### src/rtl/prd_ring_pkg.sv
package prd_ring_pkg;
    localparam int PTR_W  = 8;
    localparam int IDX_W  = 7;
    localparam int ENT_W  = 8;
    localparam int LEN_W  = 24;
    localparam int DST_W  = 54;
    localparam int BYTE_W = 8;
    localparam int DESC_W = 128;

    localparam logic [1:0] HW_DONE  = 2'b01;
    localparam logic [1:0] HW_TRUNC = 2'b10;

    typedef enum logic [2:0] {
        ST_IDLE, ST_FETCH, ST_WAITD, ST_XFER, ST_WB, ST_DRAIN
    } rx_state_e;

    typedef struct packed {
        rx_state_e          st;
        logic [PTR_W-1:0]   rptr;
        logic [ENT_W-1:0]   ent;
        logic [DST_W-1:0]   dst;
        logic [LEN_W-1:0]   len;
        logic               eot;
        logic [LEN_W-1:0]   cnt;
        logic               trunc;
    } core_t;

    typedef struct packed {
        logic eof;
        logic ovf;
    } flags_t;
endpackage

### src/rtl/prd_ptr_ring.sv
module prd_ptr_ring
    import prd_ring_pkg::*;
(
    input  logic [PTR_W-1:0] rptr,
    input  logic [PTR_W-1:0] wptr,
    input  logic [IDX_W-1:0] depth_m1,
    output logic [PTR_W-1:0] nxt,
    output logic             full
);
    // Index wraps at the programmed depth; the top bit records each lap.
    always_comb begin
        if (rptr[IDX_W-1:0] == depth_m1) begin
            nxt = {~rptr[PTR_W-1], {IDX_W{1'b0}}};
        end else begin
            nxt = {rptr[PTR_W-1], rptr[IDX_W-1:0] + IDX_W'(1)};
        end
        full = (rptr[IDX_W-1:0] == wptr[IDX_W-1:0]) &&
               (rptr[PTR_W-1] != wptr[PTR_W-1]);
    end
endmodule

### src/rtl/prd_addr_gen.sv
module prd_addr_gen
    import prd_ring_pkg::*;
#(
    parameter int ADDR_W = 54
) (
    input  logic [ADDR_W-1:0] base,
    input  logic [IDX_W-1:0]  tbl,
    input  logic [ENT_W-1:0]  ents_m1,
    input  logic [ENT_W-1:0]  ent,
    output logic [ADDR_W-1:0] addr
);
    localparam int SLOT_W = IDX_W + ENT_W + 2;
    localparam int OFF_W  = SLOT_W + 4;

    logic [SLOT_W-1:0] slot;

    always_comb begin
        slot = SLOT_W'(tbl) * SLOT_W'({1'b0, ents_m1} + 9'd1) + SLOT_W'(ent);
        addr = base + ADDR_W'({slot, 4'b0000});
    end

    initial begin
        if (ADDR_W < OFF_W) $error("ADDR_W too small for table offsets");
    end
endmodule

### src/rtl/prd_status.sv
module prd_status
    import prd_ring_pkg::*;
(
    input  logic clk,
    input  logic rst_n,
    input  logic set_eof,
    input  logic clr_eof,
    input  logic set_ovf,
    input  logic clr_ovf,
    output logic eof_q,
    output logic ovf_q
);
    flags_t f_d, f_q;

    always_comb begin
        f_d     = f_q;
        f_d.eof = (f_q.eof & ~clr_eof) | set_eof;
        f_d.ovf = (f_q.ovf & ~clr_ovf) | set_ovf;
    end

    always_ff @(posedge clk) begin
        if (!rst_n) f_q <= '0;
        else        f_q <= f_d;
    end

    assign eof_q = f_q.eof;
    assign ovf_q = f_q.ovf;
endmodule

### src/rtl/prd_ring_rxdma.sv
module prd_ring_rxdma
    import prd_ring_pkg::*;
#(
    parameter int ADDR_W = 54
) (
    input  logic                 clk,
    input  logic                 rst_n,
    input  logic                 cfg_run,
    input  logic [ADDR_W-1:0]    cfg_base,
    input  logic [IDX_W-1:0]     cfg_depth_m1,
    input  logic [ENT_W-1:0]     cfg_ents_m1,
    input  logic                 cfg_eof_ie,
    input  logic [PTR_W-1:0]     sw_wptr,
    input  logic                 eof_clr,
    input  logic                 ovf_clr,
    input  logic                 in_valid,
    input  logic [BYTE_W-1:0]    in_data,
    input  logic                 in_last,
    output logic                 in_ready,
    output logic                 dreq_valid,
    output logic [ADDR_W-1:0]    dreq_addr,
    input  logic                 dreq_ready,
    input  logic                 drsp_valid,
    input  logic [DESC_W-1:0]    drsp_data,
    output logic                 mw_valid,
    output logic [DST_W-1:0]     mw_addr,
    output logic [BYTE_W-1:0]    mw_data,
    input  logic                 mw_ready,
    output logic                 wb_valid,
    output logic [ADDR_W-1:0]    wb_addr,
    output logic [LEN_W-1:0]     wb_count,
    output logic [1:0]           wb_hw,
    input  logic                 wb_ready,
    output logic [PTR_W-1:0]     rd_ptr,
    output logic                 eof_sts,
    output logic                 ovf_sts,
    output logic                 irq
);
    core_t c_d, c_q;

    logic [PTR_W-1:0]  ptr_nxt;
    logic              ring_full;
    logic [ADDR_W-1:0] ent_addr;
    logic              set_eof, set_ovf;

    // Fields of the fetched entry that this engine acts on.
    logic [DST_W-1:0] rsp_dst;
    logic [LEN_W-1:0] rsp_len;
    logic             rsp_eot;
    logic             unused_desc_bits;

    assign rsp_dst = drsp_data[53:0];
    assign rsp_len = drsp_data[87:64];
    assign rsp_eot = drsp_data[88];
    assign unused_desc_bits = ^{drsp_data[127:89], drsp_data[63:54]};

    prd_ptr_ring u_ptr (
        .rptr     (c_q.rptr),
        .wptr     (sw_wptr),
        .depth_m1 (cfg_depth_m1),
        .nxt      (ptr_nxt),
        .full     (ring_full)
    );

    prd_addr_gen #(.ADDR_W(ADDR_W)) u_addr (
        .base    (cfg_base),
        .tbl     (c_q.rptr[IDX_W-1:0]),
        .ents_m1 (cfg_ents_m1),
        .ent     (c_q.ent),
        .addr    (ent_addr)
    );

    prd_status u_sts (
        .clk     (clk),
        .rst_n   (rst_n),
        .set_eof (set_eof),
        .clr_eof (eof_clr),
        .set_ovf (set_ovf),
        .clr_ovf (ovf_clr),
        .eof_q   (eof_sts),
        .ovf_q   (ovf_sts)
    );

    logic tbl_end_held;
    logic tbl_end_rsp;
    logic beat;

    always_comb begin
        c_d          = c_q;
        set_eof      = 1'b0;
        set_ovf      = 1'b0;
        in_ready     = 1'b0;
        mw_valid     = 1'b0;
        dreq_valid   = 1'b0;
        wb_valid     = 1'b0;
        tbl_end_held = c_q.eot || (c_q.ent == cfg_ents_m1);
        tbl_end_rsp  = rsp_eot || (c_q.ent == cfg_ents_m1);
        beat         = 1'b0;

        unique case (c_q.st)
            ST_IDLE: begin
                if (cfg_run && in_valid) begin
                    if (ring_full) begin
                        set_ovf = 1'b1;
                        c_d.st  = ST_DRAIN;
                    end else begin
                        c_d.ent = '0;
                        c_d.st  = ST_FETCH;
                    end
                end
            end
            ST_FETCH: begin
                dreq_valid = 1'b1;
                if (dreq_ready) c_d.st = ST_WAITD;
            end
            ST_WAITD: begin
                if (drsp_valid) begin
                    c_d.dst = rsp_dst;
                    c_d.len = rsp_len;
                    c_d.eot = rsp_eot;
                    c_d.cnt = '0;
                    if (rsp_len != '0) begin
                        c_d.st = ST_XFER;
                    end else if (tbl_end_rsp) begin
                        c_d.trunc = 1'b1;
                        c_d.st    = ST_WB;
                    end else begin
                        c_d.ent = c_q.ent + ENT_W'(1);
                        c_d.st  = ST_FETCH;
                    end
                end
            end
            ST_XFER: begin
                in_ready = mw_ready;
                mw_valid = in_valid;
                beat     = in_valid && mw_ready;
                if (beat) begin
                    c_d.cnt = c_q.cnt + LEN_W'(1);
                    if (in_last) begin
                        c_d.trunc = 1'b0;
                        c_d.st    = ST_WB;
                    end else if ((c_q.cnt + LEN_W'(1)) == c_q.len) begin
                        if (tbl_end_held) begin
                            c_d.trunc = 1'b1;
                            c_d.st    = ST_WB;
                        end else begin
                            c_d.ent = c_q.ent + ENT_W'(1);
                            c_d.st  = ST_FETCH;
                        end
                    end
                end
            end
            ST_WB: begin
                wb_valid = 1'b1;
                if (wb_ready) begin
                    c_d.rptr = ptr_nxt;
                    set_eof  = 1'b1;
                    c_d.st   = c_q.trunc ? ST_DRAIN : ST_IDLE;
                end
            end
            ST_DRAIN: begin
                in_ready = 1'b1;
                if (in_valid && in_last) c_d.st = ST_IDLE;
            end
            default: c_d.st = ST_IDLE;
        endcase
    end

    always_ff @(posedge clk) begin
        if (!rst_n) begin
            c_q    <= '0;
            c_q.st <= ST_IDLE;
        end else begin
            c_q <= c_d;
        end
    end

    assign dreq_addr = ent_addr;
    assign wb_addr   = ent_addr;
    assign mw_addr   = c_q.dst + DST_W'(c_q.cnt);
    assign mw_data   = in_data;
    assign wb_count  = c_q.cnt;
    assign wb_hw     = c_q.trunc ? HW_TRUNC : HW_DONE;
    assign rd_ptr    = c_q.rptr;
    assign irq       = eof_sts & cfg_eof_ie;
endmodule

### config.mk
export PLATFORM = sky130hd
export DESIGN_NAME = prd_ring_rxdma
export DESIGN_NICKNAME = d
export VERILOG_FILES = /design/src/rtl/prd_ring_pkg.sv /design/src/rtl/prd_ptr_ring.sv /design/src/rtl/prd_addr_gen.sv /design/src/rtl/prd_status.sv /design/src/rtl/prd_ring_rxdma.sv
export SDC_FILE = /design/constraint.sdc
export NUM_CORES = 1
export LEC_CHECK = 0
export ABC_CLOCK_PERIOD_IN_PS = 10200
export CORE_AREA = 2 2 167 169
export CTS_BUF_LIST = sky130_fd_sc_hd__clkbuf_16
export DETAILED_ROUTE_END_ITERATION = 10
export DIE_AREA = 0 0 169 171
export PLACE_DENSITY = 0.82
export SYNTH_ARGS = -nofsm -noshare
export SYNTH_HDL_FRONTEND = slang
export SYNTH_SLANG_ARGS = --single-unit
### constraint.sdc
create_clock -name clk -period 10.2 [get_ports clk]
set_input_delay 1.53 -clock clk [delete_from_list [all_inputs] [get_ports clk]]
set_output_delay 1.53 -clock clk [all_outputs]
set_load 0.005 [all_outputs]
# Yosys cells after proc, flatten, opt, wreduce, memory -nomap -nowiden
# Cells that the tools add are included.
# W data, S select, Z words.
totals:
  register_bits: 125
  output_inout_bits: 211
classes:
  n_mul: 1
  bitwise_logic: 8
  n_addsub: 7
  n_eq_ne: 25
  mux: 42
  reduce_logical: 17
ops:
  columns: ["op", "n"]
  rows:
  - ["$mux W112", 1]
  - ["$mux W8", 9]
  - ["$add A54 B21 Y54", 1]
  - ["$add A54 B24 Y54", 1]
  - ["$pmux W25 S2", 1]
  - ["$mux W3", 12]
  - ["$ne A2 B2 Y1 const B", 13]
  - ["$mux W25", 1]
  - ["$add A24 B1 Y24 const B", 1]
  - ["$eq A24 B24 Y1", 1]
  - ["$pmux W8 S3", 1]
  - ["$reduce_bool A24 Y1", 1]
  - ["$pmux W3 S6", 1]
  - ["$add A17 B8 Y17", 1]
  - ["$mul A7 B17 Y17", 1]
  - ["$eq A7 B7 Y1", 2]
  - ["$reduce_and A7 Y1", 2]
  - ["$mux W1", 13]
  - ["$mux W11", 1]
  - ["$reduce_and A10 Y1", 1]
  - ["$add A8 B1 Y9 const B", 1]
  - ["$add A8 B1 Y8 const B", 1]
  - ["$eq A8 B8 Y1", 1]
  - ["$add A7 B1 Y7 const B", 1]
  - ["other kinds (17)", 31]

# Longest topological paths before layout
depth:
  depth_word: 7
  depth_mapped: 30
  mapped_depth_nobuf: 28

# By module
# Synthesis repeated with hierarchy kept, for this count alone.
unflattened:
  cells_unflattened: 1723
  hier_area_um2: 13346.6
by_module_without_submodules:
  columns: ["mod", "seq_area_each_um2", "n_inst", "cells_each", "area_each_um2"]
  rows:
  - ["prd_ring_rxdma", 2462.4, 1, 1167, 8954.8]
  - ["prd_addr_gen", 0.0, 1, 511, 4010.1]
  - ["prd_ptr_ring", 0.0, 1, 39, 299.0]
  - ["prd_status", 40.0, 1, 6, 82.6]

# Least setup slack after synthesis
# OpenSTA, ideal clock, no wires.
synth_path:
  path_kind: "input -> output"
  start: "input port cfg_ents_m1[0]"
  end: "output port wb_addr[39]"
  stages: 30
  n_path_buf: 3
  arrival_time_ps: 7629
  setup_slack_ps: 1041
  cell_sequence: "clkbuf_1 > and3_1 > nand3_1 > xor2_1 > nor2b_1 > fa_1 > inv_1 > fa_1 > inv_1 > fa_1 > inv_1 > fa_1 > inv_1 > ha_1 > inv_1 > o21bai_1 > a31o_2 > a211oi_1 > or3_1 > xnor2_1 > ha_1 > a21o_1 > a21oi_1 > inv_1 > a31oi_1 > o21ai_0 > clkbuf_1 > nand4_1 > xnor2_1 > buf_4"
synth_between:
  elab_chain_len: 4
synth_lines:
  columns: ["element", "line_no", "rtl"]
  rows:
  - ["start, declared", "prd_ring_rxdma.sv:11", "input logic [ENT_W-1:0] cfg_ents_m1,"]
  - ["$add A8 B1 Y9", "prd_addr_gen.sv:18", "slot = SLOT_W'(tbl) * SLOT_W'({1'b0, ents_m1} + 9'd1) + SLOT_W'(ent);"]
  - ["$mul A7 B17 Y17", "prd_addr_gen.sv:18", null]
  - ["$add A17 B8 Y17", "prd_addr_gen.sv:18", null]
  - ["$add A54 B21 Y54", "prd_addr_gen.sv:19", "addr = base + ADDR_W'({slot, 4'b0000});"]
  - ["end, declared", "prd_ring_rxdma.sv:30", "output logic [ADDR_W-1:0] wb_addr,"]
# No other way between the ends.

# Final worst setup path
layout_path:
  start: "input port cfg_ents_m1[1]"
  end: "output port wb_addr[24]"
# Same word-level chain as after synthesis.

==> flow_metrics.env <==
export IMPL_status="complete, no violations"
export IMPL_synth_edf_count=0
export IMPL_ir_worst_vdd_v=0.000122
export IMPL_portBuffers=358
export IMPL_power_leakage_nw=7.04
export IMPL_start_util_pct=46.1
export IMPL_numCtsBuffers=17
export IMPL_cp_top_family="adder cells"
export IMPL_dp_slack_ns=-0.268
export IMPL_ys_ff_latch=125
export IMPL_grt_util_all_layers_pct=26.3
export IMPL_final_common_cell="clkdlybuf4s50_1"
export IMPL_crit_arrival_ns=8.31
export IMPL_worst_setup_path_start_kind="input port"
export IMPL_synthTopCellsByArea="dfxtp_1 (20%), ha_1 (8.5%), xnor2_1 (7.4%)"
export IMPL_setup_violations=0
export IMPL_layout_drive_gt1_share_pct=5.38
export IMPL_hold_class="reg -> reg"
export IMPL_avgSynthCellArea_um2=7.51
export IMPL_die_area_um2=28900
export IMPL_min_path_cells=2
export IMPL_gp_congestion=0.941
export IMPL_drc=0
export IMPL_die_height_um=171
export IMPL_crit_type="in -> out"
export IMPL_path_max_fanout=6
export IMPL_max_stage_delay_ns=0.55
export IMPL_rows=61
export IMPL_place_area_um2=15900
export IMPL_relSlewSlack_pct=15.2
export IMPL_nets=2275
export IMPL_maxCapViolations=0
export IMPL_whs_endpoint="c_q[83]"
export IMPL_r2r_slack_ns=6.40
export IMPL_cts_hold_buffers=0
export IMPL_hold_start="c_q[83]"
export IMPL_vias=12700
export IMPL_synth_seq_area_share_pct=19.9
export IMPL_via_per_inst=5.58
export IMPL_clk_pin_slew_ns=0.05
export IMPL_setup_tns_final_ns=0
export IMPL_powerDensity_nw_per_um2=85.9
export IMPL_antenna_left=0
export IMPL_grt_max_degree=82
export IMPL_fmax_mhz=102
export IMPL_ys_flop_type="dfxtp_1"
export IMPL_clk_latency_ns=0.42
export IMPL_final_max_slew_viol_count=0
export IMPL_syn_nets=2033
export IMPL_grt_pass1_vias=12100
export IMPL_period_minus_slack_ns=9.84
export IMPL_synth_top_area_share_pct=19.9
export IMPL_wl_per_cell_um=17.4
export IMPL_async_flop_share_pct=0
export IMPL_antenna_found_initial=1
export IMPL_dp_cells=2245
export IMPL_yosysTopAreaCell="dfxtp_1"
export IMPL_final_cell_mix="clkdlybuf4s50_1 (336), nand2_1 (243), a21oi_1 (148), dfxtp_1 (125), inv_1 (108)"
export IMPL_htree_levels=4
export IMPL_yosysUniqueCellTypes=62
export IMPL_totalWireLength_mm=39.6
export IMPL_crit_slowest_cell="clkdlybuf4s50_1"
export IMPL_setup_slack_ns=0.356
export IMPL_power_mw=1.42
export IMPL_root_buffer="clkbuf_16"
export IMPL_cts_tree="built"
export IMPL_crit_top_cell="a21oi_1"
export IMPL_crit_buf_inv=7
export IMPL_rr_endpoint="c_q[120]"
export IMPL_pin_count=436
export IMPL_syn_area_um2=12600
export IMPL_rr_startpoint="wb_count[0]"
export IMPL_fin_skew_ns=0.00798
export IMPL_fp_dieW_um=169
export IMPL_grt_first_pass_wirelength_mm=61.3
export IMPL_cp_required_ns=8.67
export IMPL_core_area_um2=27300
export IMPL_grt_ovfl_total=0
export IMPL_first_pass_iters=5
export IMPL_cts_sinks=125
export IMPL_area_delta_synth_final_pct=31.7
export IMPL_fin_crit_sh_pct=96.5
export IMPL_synthCells=1678
export IMPL_hold_violations=0
export IMPL_cp_end_kind="output port"
export IMPL_design_area_um2=16600
export IMPL_hpwl_mm=30.4
export IMPL_rr_worst_depth=9
export IMPL_worst_slew_pin_slew_ns=1.27
export IMPL_drtIter0Drc=1037
export IMPL_clock_path_buffers=2
export IMPL_instances_no_fill=2280
export IMPL_ys_warn_count=0
-- state kept, by name (all words and copies together) (netlist names) --
signal / cells
c_q: 91
rd_ptr: 8
u_sts.eof_q: 1
u_sts.ovf_q: 1
wb_count: 24
-- cells in the mapped netlist (32+ instances only) --
master / instances
nand3_1: 54
o21ai_0: 54
xor2_1: 73
and2_1: 45
ha_1: 86
nand2_1: 243
fa_1: 44
nor3_1: 32
nor2_1: 87
buf_4: 101
inv_1: 107
dfxtp_1: 125
clkbuf_1: 57
a21oi_1: 149
xnor2_1: 106
-- cells by family (layout without fill, tap and decap cells) --
family	Yosys count	count (layout)	synth area share (%)
buf+inv	278	533	11.4
flops	125	125	19.9
compound gates	336	336	16.0
simple gates	625	625	24.4
xor+xnor	179	179	12.4
fa+ha+maj	130	130	15.5
mux	5	5	0.407
other cells	0	1	0
-- cell type report --
class	count	area [um^2]
timing repair buffer	393	3890
fill	2366	10700
clock buffer	17	425
clock inverter	15	131
inverter	108	407
tap	346	433
antenna	1	2.50
multi-input combinational	1275	8800
sequential	125	2500
-- worst max path at each step --
stage / startpoint / endpoint / slack [ns] / depth (start not counted)
5_1_grt: cfg_ents_m1[1] / dreq_addr[30] / -0.02 / 30
3_3_place_gp: cfg_ents_m1[0] / wb_addr[45] / -0.02 / 29
4_1_cts: cfg_ents_m1[0] / dreq_addr[45] / 0.001 / 31
6_report: cfg_ents_m1[1] / wb_addr[24] / 0.36 / 29
3_5_place_dp: cfg_ents_m1[1] / wb_addr[53] / -0.27 / 28
2_1_floorplan: cfg_ents_m1[0] / wb_addr[39] / 1.04 / 30
-- power breakdown --
part / leakage (nW) / switching (mW) / internal, mW / total, mW
Combinational: 5.76 / 0.152 / 0.168 / 0.320
Clock: 0.270 / 0.227 / 0.353 / 0.580
Sequential: 1.01 / 0.0196 / 0.505 / 0.525
-- metal layers --
metal | track usage (%) | routed length (um)
met4 | 8.14 | 875
met5 | 0 | 0
met2 | 43.4 | 18800
met1 | 34.8 | 17200
met3 | 5.41 | 2730
-- timing repair --
item / 4_1_cts / 5_1_grt
hold endpoints to repair: 0 / 0
gates cloned: 0 / 0
setup endpoints to repair: 58 / 72
resized for setup: 16 / 28
pin swaps: 1 / 4
setup buffers: 1 / 0
-- tightest hold or removal path, cell delays in order (launching register included) --
cell,delay [ns]
dfxtp_1,0.30
nand2_1,0.05
a21oi_1,0.05
-- per-stage QoR --
stage	utilization, %	hold WS [ns]
6_report	60.7	0.456
3_5_place_dp	58.0	0.453
3_3_place_gp	58.0	0.444
5_1_grt	60.7	0.480
4_1_cts	60.3	0.460
2_1_floorplan	-	0.436
Note: power is estimated with default switching activity, not from simulation.
